[src/rtl/led_fault_monitor.sv]
module led_fault_monitor #(
  parameter int NCH         = 12,
  parameter int WARN_CYCLES = 528
) (
  input  logic           clk,
  input  logic           rst_n,
  input  logic           pwm_tick,
  input  logic [1:0]     wait_sel,
  input  logic [NCH-1:0] open_cmp,
  input  logic [NCH-1:0] short_cmp,
  input  logic           preuv_in,
  input  logic           preot_in,
  input  logic           uvlo_in,
  input  logic           otsd_in,
  input  logic [NCH-1:0] mask_open_ch,
  input  logic           mask_open_all,
  input  logic [NCH-1:0] mask_short_ch,
  input  logic           mask_short_all,
  input  logic           mask_preot,
  input  logic           mask_preuv,
  input  logic           mask_por,
  input  logic           clr_fault,
  input  logic           clr_por,
  output logic [NCH-1:0] open_flags,
  output logic [NCH-1:0] short_flags,
  output logic           sum_open,
  output logic           sum_short,
  output logic           flag_preot,
  output logic           flag_preuv,
  output logic           flag_por,
  output logic           fault_pull
);
  localparam int CW  = 6;
  localparam int WCW = $clog2(WARN_CYCLES + 1);

  logic [CW-1:0] limit;
  assign limit = ({4'b0, wait_sel} + 6'd1) << 3;

  for (genvar g = 0; g < NCH; g++) begin : g_ch
    logic [CW-1:0] ocnt, scnt;
    logic          oflag, sflag;

    always_ff @(posedge clk or negedge rst_n) begin
      if (!rst_n) begin
        ocnt <= '0;
        scnt <= '0;
      end else begin
        if (clr_fault || !open_cmp[g])              ocnt <= '0;
        else if (pwm_tick && ocnt < limit)          ocnt <= ocnt + 1'b1;
        if (clr_fault || !short_cmp[g])             scnt <= '0;
        else if (pwm_tick && scnt < limit)          scnt <= scnt + 1'b1;
      end
    end

    always_ff @(posedge clk or negedge rst_n) begin
      if (!rst_n) begin
        oflag <= 1'b0;
        sflag <= 1'b0;
      end else if (clr_fault) begin
        oflag <= 1'b0;
        sflag <= 1'b0;
      end else begin
        if (open_cmp[g] && ocnt >= limit)  oflag <= 1'b1;
        if (short_cmp[g] && scnt >= limit) sflag <= 1'b1;
      end
    end

    assign open_flags[g]  = oflag;
    assign short_flags[g] = sflag;
  end

  logic [1:0] warn_in, warn_flag;
  assign warn_in = {preuv_in, preot_in};

  for (genvar w = 0; w < 2; w++) begin : g_warn
    logic [WCW-1:0] wcnt;
    always_ff @(posedge clk or negedge rst_n) begin
      if (!rst_n)                                   wcnt <= '0;
      else if (clr_fault || !warn_in[w])            wcnt <= '0;
      else if (wcnt < WCW'(WARN_CYCLES))            wcnt <= wcnt + 1'b1;
    end
    always_ff @(posedge clk or negedge rst_n) begin
      if (!rst_n)                                          warn_flag[w] <= 1'b0;
      else if (clr_fault)                                  warn_flag[w] <= 1'b0;
      else if (warn_in[w] && wcnt >= WCW'(WARN_CYCLES))    warn_flag[w] <= 1'b1;
    end
  end

  assign flag_preot = warn_flag[0];
  assign flag_preuv = warn_flag[1];

  always_ff @(posedge clk or negedge rst_n) begin
    if (!rst_n)       flag_por <= 1'b1;
    else if (clr_por) flag_por <= 1'b0;
  end

  assign sum_open  = |open_flags;
  assign sum_short = |short_flags;

  logic open_vis, short_vis, warn_vis;
  assign open_vis  = !mask_open_all  && |(open_flags  & ~mask_open_ch);
  assign short_vis = !mask_short_all && |(short_flags & ~mask_short_ch);
  assign warn_vis  = (flag_preot && !mask_preot) || (flag_preuv && !mask_preuv) ||
                     (flag_por && !mask_por);

  assign fault_pull = open_vis || short_vis || warn_vis || uvlo_in || otsd_in;
endmodule


[config.mk]
export PLATFORM = sky130hd
export DESIGN_NAME = led_fault_monitor
export DESIGN_NICKNAME = d
export VERILOG_FILES = /design/src/rtl/led_fault_monitor.sv
export SDC_FILE = /design/constraint.sdc
export NUM_CORES = 1
export LEC_CHECK = 0
export BUFFER_PORTS_ARGS = -buffer_cell sky130_fd_sc_hd__buf_2
export CAP_MARGIN = 40
export CELL_PAD_IN_SITES_DETAIL_PLACEMENT = 2
export CELL_PAD_IN_SITES_GLOBAL_PLACEMENT = 2
export CORE_MARGIN = 1.5
export CORE_UTILIZATION = 41
export CTS_CLUSTER_DIAMETER = 150
export CTS_CLUSTER_SIZE = 16
export DETAILED_ROUTE_END_ITERATION = 8
export PLACE_DENSITY = 0.85
export SLEW_MARGIN = 40
export SYNTH_ARGS = -nofsm -noshare
export SYNTH_HDL_FRONTEND = slang
export SYNTH_SLANG_ARGS = --single-unit
[constraint.sdc]
create_clock -name clk -period 3.1 [get_ports clk]
set_input_delay 0.465 -clock clk [delete_from_list [all_inputs] [get_ports clk]]
set_output_delay 0.465 -clock clk [all_outputs]
set_load 0.02 [all_outputs]
==> results.tsv, run 1 <==
stage	metric	value	unit
status	status	finished clean	
synthesis	largest family of logic cells by synthesized area	simple AND/OR/NAND/NOR gates	
cts	CTS Buf Count	17	
global_routing	pin count of the biggest net entering global routing	65	
floorplan	Core Rows	64	
critical_path	crit path kind	flop to output port	
cts	CTS Sinks	191	
sta	worst setup margin	0.249	ns
critical_path	max incr delay on CP	0.43	ns
synthesis	mux cell area share after synthesis	0.0227	
route	Routed WL per cell	22.0	µm
synthesis	simple-gate portion of the synthesized area	0.232	
route	DR iter-0 viols	478	
synthesis	Synth warnings	0	
synthesis	register area share after synthesis	0.373	
placement	Port-buffer cells	93	
critical_path	Critical Path End	fault_pull	
critical_path	crit path DAT	2.39	ns
floorplan	Core Region	30700	µm²
synthesis	Synth Register Bits	191	
synthesis	post-synthesis cell type with the largest combined area	dfrtp_1	
min_path	Hold Crit Depth	2	
floorplan	height of the die	180	µm
synthesis	Post-synth EDFFs	0	
placement	Post-DP HPWL	30000	µm
cts	postcts setup bufs	0	
placement	Placer Congestion	0.817	
synthesis	Post-Syn Area	12800	µm²
cts	Longest Clk Path Bufs	2	
synthesis	Gate Count Post-Synth	1450	
critical_path	crit-path max FO	4	
route	vias per cell	6.12	
global_routing	overflow left after global routing	0	
synthesis	post-synth top area share	0.371	
sta	RSZ-0062 raised after global routing	false	
sta	Peak Freq	0.351	GHz
synthesis	syn_area_per_cell	8.84	µm²
pwr	peak supply drop	0.418	mV
global_routing	initial antenna violation count	3	
flow_run	max_cap viols	0	
critical_path	R2R setup slack	1.10	ns
floorplan	Ports	94	
sta	post-route clock period utilization	0.920	
critical_path	Worst setup EP type	output port	
floorplan	initial core utilization	0.418	
critical_path	worst path required time	2.63	ns
synthesis	syn_nets	1639	
sta	Period minus WS final	2.85	ns
pwr	PwrDens	408	nW/µm²
pwr	overall power	5.84	mW
critical_path	worst r2r dst	g_warn[0].wcnt[4]	
cts	CTS tree	yes	
min_path	hold crit path type	input pin to flop	
synthesis	most numerous cell in the Yosys netlist	dfrtp_1	
sta	Finish-stage setup viols	0	
layout	area grow syn2layout	11.6	%
critical_path	worst path cell trace	nor2b_1, a2111oi_1, buf_4, a31oi_1, buf_4, or3_1, buf_2	
route	final wirelength	42700	µm
sta	TNS Setup	0	ns
sta	worst slew pin tran	0.723	ns
cts	clk slew on worst S/H paths	0.07	ns
floorplan	die area	32300	µm²
layout	layout cells sized above 1	0.101	
cts	# H-tree levels	4	
synthesis	Adder-Cell Fraction of Synth Area	0.122	
layout	nets	1718	
placement	dpl cells	1905	
synthesis	Synth cell types	45	
synthesis	post-synthesis compound-gate area fraction	0.191	
sta	slew margin rel.	0.517	
critical_path	reg2reg path depth	4	
critical_path	startpoint of the worst register-to-register path	g_warn[0].wcnt[6]	
route	Remaining DRCs	0	
critical_path	Max stage delay cell, worst path	dfrtp_1	
cts	later-pin clock latency in the skew report	0.47	ns
synthesis	Synth area leaders	dfrtp_1 (37%), ha_1 (12%), a21oi_1 (4.8%)	
cts	Root Driver	clkbuf_16	
route	post-route ant nets	0	
sta	skew final	0.00911	ns
synthesis	Synth top cells by count	dfrtp_1 (190), nand2_1 (141), ha_1 (125)	
critical_path	Worst Setup SP	g_ch[2].sflag	
synthesis	ys async rst share	1.00	
global_routing	first-pass GRT wire length	69900	µm
sta	final hold vios	0	
global_routing	GRT Util Overall	0.268	
layout	Fillers	3410	
synthesis	post-synthesis xor/xnor area fraction	0.00342	
route	via count	11865	
floorplan	die width	180	µm
global_routing	number of global-route vias before repair	13166	
route	DRT Pass-1 Iters	5	
critical_path	Worst Setup Start Kind	flop	
sta	count of final max-slew check failures	0	
placement	dpl ws	0.398	ns
layout	Non-Filler Instances	1940	
synthesis	Top FF cell, synth	dfrtp_1	
pwr	leakage power	6.23	nW
critical_path	CP most frequent cell	buf_4	
==> per-stage QoR <==
stage | instance area (µm²) | utilization | hold WS [ns]
global route | 14300 | 0.466 | 0.112
global placement | 13700 | 0.446 | 0.457
detailed placement | 13700 | 0.446 | 0.476
CTS | 14300 | 0.466 | 0.0720
floorplan | 12800 | - | 0.169
finish | 14300 | 0.466 | 0.103
==> power breakdown <==
group / total [mW] / internal (mW) / switching (mW)
Clock: 2.36 / 1.27 / 1.09
Sequential: 2.61 / 2.54 / 0.0712
Combinational: 0.867 / 0.280 / 0.588
==> how the worst min path moves through the flow <==
stage	start	endpoint	slack (ns)
final	clr_por	flag_por	0.10
after CTS	clr_por	flag_por	0.07
after global routing	clr_por	flag_por	0.11
after floorplan	rst_n	flag_preot	0.17
after detailed placement	flag_por	flag_por	0.48
after global placement	flag_por	flag_por	0.46
==> cell type report <==
class,instances,area (µm²),share of cell area
antenna,2,5.00,0.000350
clock buffer,19,433,0.0303
clock inverter,13,164,0.0115
inverter,102,383,0.0268
multi-input combinational,1099,7330,0.512
sequential,191,4780,0.334
tap,396,495,0.0346
timing repair buffer,118,714,0.0499
==> cells by family (layout without fill, tap and decap cells) <==
group	count (synthesis)	in the layout
buffers and inverters	160	252
and+or+nand+nor	553	553
DFF	191	191
adders and majority gates	125	125
xor gates and xnor gates	5	5
muxes	29	29
AOI/OAI and AO/OA	387	387
other	0	2
==> cells in the final DEF (no fill, tap or decap), types with 58 or more instances in the layout <==
cell type	count
ha_1	125
a21oi_1	123
o21ai_0	81
dfrtp_1	190
buf_2	92
nand4_1	58
nand3_1	59
o31ai_1	67
nand2_1	141
inv_1	101
nor2b_1	68
==> worst max-delay path, delay by kind of cell, from the launching register on <==
family / cells / cell delay, ns
buffers and inverters: 3 / 0.55
and+or+nand+nor: 2 / 0.52
DFF: 1 / 0.43
AOI/OAI and AO/OA: 2 / 0.42
==> metal layers <==
layer	vias to the layer above	GRT usage	routed length (µm)
li1	5502	-	-
met1	6095	0.330	18600
met2	207	0.475	21600
met3	61	0.0377	1420
met4	0	0.0963	1000
met5	-	0	0
==> state kept, by name (all words and copies together) (netlist names) <==
signal / flops
flag_por: 1
g_ch.ocnt: 72
g_warn.wcnt: 20
g_ch.sflag: 12
flag_preuv: 1
g_ch.scnt: 72
flag_preot: 1
g_ch.oflag: 12
==> what timing repair did <==
| item | CTS | global route |
|---|---|---|
| resized for setup | 0 | 1 |
| hold endpoints to repair | 5 | 0 |
| hold buffers | 1 | 0 |
| endpoints found under the setup margin | 0 | 1 |
(Power assumes the default switching activity.)
==> run 2, diff against run 1 <==
--- a/config.mk
+++ b/config.mk
@@ -7,14 +7,12 @@
 export LEC_CHECK = 0
 export BUFFER_PORTS_ARGS = -buffer_cell sky130_fd_sc_hd__buf_2
 export CAP_MARGIN = 40
-export CELL_PAD_IN_SITES_DETAIL_PLACEMENT = 2
-export CELL_PAD_IN_SITES_GLOBAL_PLACEMENT = 2
 export CORE_MARGIN = 1.5
-export CORE_UTILIZATION = 41
+export CORE_UTILIZATION = 50
 export CTS_CLUSTER_DIAMETER = 150
 export CTS_CLUSTER_SIZE = 16
 export DETAILED_ROUTE_END_ITERATION = 8
-export PLACE_DENSITY = 0.85
+export PLACE_DENSITY = 0.67
 export SLEW_MARGIN = 40
 export SYNTH_ARGS = -nofsm -noshare
 export SYNTH_HDL_FRONTEND = slang
==> results.tsv, run 2 (synthesized netlist as in run 1, its figures left out) <==
stage	metric	value	unit	change
global_routing	initial antenna violation count	3		unchanged
critical_path	crit path DAT	2.34	ns	-0.05 ns
sta	count of final max-slew check failures	0		unchanged
sta	skew final	0.0123	ns	+0.00321 ns
critical_path	startpoint of the worst register-to-register path	g_ch[2].scnt[4]		
cts	CTS Buf Count	17		unchanged
floorplan	die width	163	µm	-9.3%
cts	# H-tree levels	4		unchanged
cts	Longest Clk Path Bufs	2		unchanged
floorplan	Core Rows	58		-9.4%
route	vias per cell	5.95		-2.7%
sta	Period minus WS final	2.80	ns	-0.0467 ns
sta	slew margin rel.	0.534		+0.0167
cts	Root Driver	clkbuf_16		
global_routing	GRT Util Overall	0.238		-0.0298
pwr	leakage power	6.18	nW	-0.82%
critical_path	max incr delay on CP	0.48	ns	+0.05 ns
layout	Fillers	2292		-33%
global_routing	number of global-route vias before repair	10542		-20%
critical_path	crit-path max FO	4		unchanged
placement	Placer Congestion	0.867		+6.2%
floorplan	initial core utilization	0.509		+0.0910
layout	area grow syn2layout	10.3	%	
sta	post-route clock period utilization	0.904		-0.0151
route	Remaining DRCs	0		unchanged
min_path	hold crit path type	input pin to async pin		
flow_run	max_cap viols	0		unchanged
critical_path	crit path kind	flop to output port		
floorplan	height of the die	163	µm	-9.3%
cts	CTS hold repair buffers	0		-1
placement	Port-buffer cells	93		unchanged
critical_path	Max stage delay cell, worst path	dfrtp_1		
layout	register area	4780	µm²	unchanged
layout	most common cell after layout, fill and taps aside	dfrtp_1		
floorplan	die area	26600	µm²	-18%
sta	final hold vios	0		unchanged
cts	later-pin clock latency in the skew report	0.43	ns	-0.04 ns
sta	Peak Freq	0.357	GHz	+1.7%
layout	layout cells sized above 1	0.0989		-0.00227
floorplan	Ports	94		unchanged
route	DRT Pass-1 Iters	6		+1
sta	TNS Setup	0	ns	unchanged
cts	postcts setup bufs	0		unchanged
placement	Post-DP HPWL	21500	µm	-28%
critical_path	Worst Setup Start Kind	flop		
sta	worst slew pin tran	0.699	ns	-0.0240 ns
global_routing	first-pass GRT wire length	51400	µm	-26%
cts	CTS tree	yes		
layout	Top Registers	g_ch.ocnt: 72 flops, g_ch.scnt: 72 flops, g_warn.wcnt: 20 flops		
cts	post_cts resized	0		unchanged
global_routing	overflow left after global routing	0		unchanged
sta	Finish-stage setup viols	0		unchanged
route	final wirelength	30600	µm	-28%
critical_path	worst path cell trace	nor2b_1, a2111oi_0, a31oi_1, or3_1, buf_2		
layout	commonest non-fill, non-tap cells in the layout	dfrtp_1 (190), nand2_1 (141), ha_1 (125)		
route	post-route ant nets	0		unchanged
cts	CTS Sinks	191		unchanged
pwr	PwrDens	387	nW/µm²	-5.1%
critical_path	Worst setup EP type	output port		
floorplan	Core Region	25200	µm²	-18%
route	DR iter-0 viols	742		+55%
cts	clk slew on worst S/H paths	0.08	ns	about the same
critical_path	worst path required time	2.63	ns	about the same
layout	Multi-input gate area	7330	µm²	about the same
pwr	peak supply drop	0.312	mV	-25%
global_routing	pin count of the biggest net entering global routing	82		+26%
critical_path	reg2reg path depth	5		+1
status	status	finished clean		
route	via count	11118		-6.3%
critical_path	R2R setup slack	1.14	ns	+0.04 ns
layout	nets	1713		-0.29%
pwr	overall power	5.47	mW	-6.2%
critical_path	worst r2r dst	g_ch[2].scnt[4]		
route	Routed WL per cell	16.4	µm	-26%
sta	RSZ-0062 raised after global routing	false		
## run 2: cell count changes in the layout (fill, tap and decap cells not counted), sizes merged, moves of 3 or more
cell	previous run	this run
inv	104	108
buf	116	112
bufinv	3	0
clkinv	6	3
## run 2: stage by stage
step           hold slack [ns]  instance area (µm²)   util  setup slack (ns)  cells
4_1_cts                 0.0740                14100  0.561             0.254   1867
3_3_place_gp             0.460                13600  0.539             0.521   1835
2_1_floorplan            0.169                12800      -             0.475   1450
3_5_place_dp             0.460                13600  0.539             0.438   1835
6_report                0.0356                14100  0.561             0.296   1868
5_1_grt                 0.0874                14100  0.561             0.181   1868
## run 2: report_power, final
| part | switching [mW] | total [mW] | internal, mW |
|---|---|---|---|
| logic | 0.507 | 0.771 | 0.264 |
| clock network | 1.02 | 2.10 | 1.07 |
| registers | 0.0682 | 2.61 | 2.54 |
| total | 1.60 | 5.47 | 3.87 |
## run 2: worst max-delay path, delay by kind of cell (launching register included)
| family | cells | cell delay [ns] |
|---|---|---|
| AND/OR/NAND/NOR | 2 | 0.55 |
| AO/OA/AOI/OAI | 2 | 0.70 |
| flip-flops | 1 | 0.48 |
| buffers and inverters | 1 | 0.17 |
## run 2: how the worst max path moves through the flow
| stage | start | endpoint | cells after the start | slack (ns) |
|---|---|---|---|---|
| floorplan | wait_sel[0] | g_ch[6].scnt[2] | 8 | 0.47 |
| CTS | g_ch[8].oflag | fault_pull | 5 | 0.25 |
| global placement | wait_sel[0] | g_ch[6].scnt[2] | 9 | 0.52 |
| global route | g_ch[2].oflag | fault_pull | 5 | 0.18 |
| finish | g_ch[8].oflag | fault_pull | 5 | 0.30 |
| detailed placement | wait_sel[0] | g_ch[2].scnt[4] | 9 | 0.44 |
## run 2: per-layer routing
layer	track usage	part of all wire
met1	0.318	0.48
met2	0.395	0.47
met3	0.0406	0.036
met4	0.0701	0.019
met5	0	0.00049
## run 2: area by class of cell
cell class                 count  share of cell area
timing repair buffer         113              0.0477
inverter                     102              0.0271
antenna                        1            0.000177
clock buffer                  20              0.0316
clock inverter                12             0.00726
sequential                   191               0.338
tap                          330              0.0292
multi-input combinational   1099               0.519
==> run 3, diff against run 2 <==
--- a/config.mk
+++ b/config.mk
@@ -13,6 +13,7 @@
 export CTS_CLUSTER_SIZE = 16
 export DETAILED_ROUTE_END_ITERATION = 8
 export PLACE_DENSITY = 0.67
+export SETUP_SLACK_MARGIN = 0.3
 export SLEW_MARGIN = 40
 export SYNTH_ARGS = -nofsm -noshare
 export SYNTH_HDL_FRONTEND = slang
==> results.tsv, run 3 (synthesized netlist as in run 1, its figures left out) <==
stage	metric	value	unit	change
status	status	finished clean		
route	via count	11099		-0.17%
route	final wirelength	30600	µm	+0.20%
route	DRT Pass-1 Iters	5		-1
route	post-route ant nets	0		unchanged
global_routing	pin count of the biggest net entering global routing	82		unchanged
global_routing	initial antenna violation count	3		unchanged
cts	Longest Clk Path Bufs	2		unchanged
sta	post-route clock period utilization	0.874		-0.0302
sta	Period minus WS final	2.71	ns	-0.0935 ns
floorplan	die area	26600	µm²	unchanged
cts	# H-tree levels	4		unchanged
cts	Root Driver	clkbuf_16		
placement	dpl ws	0.438	ns	unchanged
critical_path	crit path kind	flop to output port		
critical_path	reg2reg path depth	5		unchanged
min_path	hold crit path type	input pin to async pin		
layout	most common cell after layout, fill and taps aside	dfrtp_1		
layout	nets	1713		unchanged
critical_path	Worst setup EP type	output port		
sta	RSZ-0062 raised after global routing	false		
placement	Port-buffer cells	93		unchanged
floorplan	Core Region	25200	µm²	unchanged
critical_path	startpoint of the worst register-to-register path	g_ch[2].scnt[4]		
cts	later-pin clock latency in the skew report	0.44	ns	about the same
cts	clk slew on worst S/H paths	0.08	ns	about the same
cts	CTS Sinks	191		unchanged
route	DR iter-0 viols	693		-6.6%
floorplan	die width	163	µm	unchanged
layout	commonest non-fill, non-tap cells in the layout	dfrtp_1 (190), nand2_1 (141), ha_1 (125)		
critical_path	worst path required time	2.63	ns	about the same
floorplan	initial core utilization	0.509		unchanged
critical_path	crit-path max FO	4		unchanged
route	vias per cell	5.94		-0.17%
cts	CTS hold repair buffers	0		unchanged
sta	worst setup margin	0.390	ns	+0.0935 ns
placement	Post-DP HPWL	21500	µm	unchanged
pwr	leakage power	6.18	nW	about the same
pwr	peak supply drop	0.310	mV	-0.51%
sta	TNS Setup	0	ns	unchanged
global_routing	GRT Util Overall	0.238		about the same
placement	Placer Congestion	0.867		unchanged
floorplan	Ports	94		unchanged
critical_path	worst r2r dst	g_ch[2].scnt[4]		
floorplan	height of the die	163	µm	unchanged
route	Routed WL per cell	16.4	µm	+0.20%
sta	Finish-stage setup viols	0		unchanged
critical_path	R2R setup slack	1.14	ns	about the same
sta	slew margin rel.	0.532		-0.00196
cts	CTS Buf Count	17		unchanged
floorplan	Core Rows	58		unchanged
global_routing	first-pass GRT wire length	51400	µm	about the same
cts	CTS tree	yes		
sta	final hold vios	0		unchanged
route	Remaining DRCs	0		unchanged
layout	layout cells sized above 1	0.101		+0.00195
global_routing	number of global-route vias before repair	10553		+0.10%
layout	Top Registers	g_ch.ocnt: 72 flops, g_ch.scnt: 72 flops, g_warn.wcnt: 20 flops		
critical_path	Worst Setup Start Kind	flop		
global_routing	overflow left after global routing	0		unchanged
layout	area grow syn2layout	10.4	%	
flow_run	max_cap viols	0		unchanged
critical_path	crit path DAT	2.25	ns	-0.09 ns
pwr	PwrDens	387	nW/µm²	about the same
sta	skew final	0.0125	ns	+0.000171 ns
sta	Peak Freq	0.369	GHz	+3.4%
sta	count of final max-slew check failures	0		unchanged
sta	worst slew pin tran	0.702	ns	+0.00293 ns
## run 3: per-layer routing
| metal | GRT usage | wire length [µm] | up-vias |
|---|---|---|---|
| met1 | 0.318 | 14400 | 5366 |
| li1 | - | - | 5492 |
| met3 | 0.0416 | 1200 | 39 |
| met5 | 0 | 15 | - |
| met2 | 0.395 | 14400 | 200 |
| met4 | 0.0705 | 572 | 2 |
## run 3: worst max path at each step
stage / from / to
4_1_cts: g_ch[2].oflag / fault_pull
3_5_place_dp: wait_sel[0] / g_ch[2].scnt[4]
6_report: g_ch[5].oflag / fault_pull
2_1_floorplan: wait_sel[0] / g_ch[6].scnt[2]
5_1_grt: g_ch[5].oflag / fault_pull
3_3_place_gp: wait_sel[0] / g_ch[6].scnt[2]
## run 3: timing repair
item / 4_1_cts / 5_1_grt
setup endpoints to repair: 1 / 1
pin swaps: 1 / 0
buffers inserted: 0 / 0
gates resized for setup: 1 / 5
gates cloned: 0 / 0
## run 3: through the flow
step	util	power, mW	cells	area (µm²)	hold WS [ns]
after global placement	0.539	3.41	1835	13600	0.460
after CTS	0.561	5.53	1867	14100	0.0740
after detailed placement	0.539	3.42	1835	13600	0.460
final	0.562	5.48	1868	14200	0.0332
after global routing	0.562	5.75	1868	14200	0.0874
after floorplan	-	3.13	1450	12800	0.169
## run 3: cell type report
type                    instances  area, µm²
diodes                          1       2.50
clock buffers                  20        447
clock inverters                12        103
fillers                      2291      11000
inverters                     102        383
multi-input cells            1099       7350
flip-flops and latches        191       4780
well taps                     330        413
repair buffers                113        674
## run 3: worst max-delay path, cell delays in order (launching register included)
cell and delay, ns:
dfrtp_1 0.42, nor2b_1 0.16, a2111oi_1 0.46, a31oi_2 0.25, or3_1 0.35, buf_2 0.17
## run 3: report_power, final
group | switching, mW | total, mW | internal, mW
Sequential | 0.0686 | 2.61 | 2.54
Clock | 1.03 | 2.10 | 1.07
Combinational | 0.510 | 0.778 | 0.268
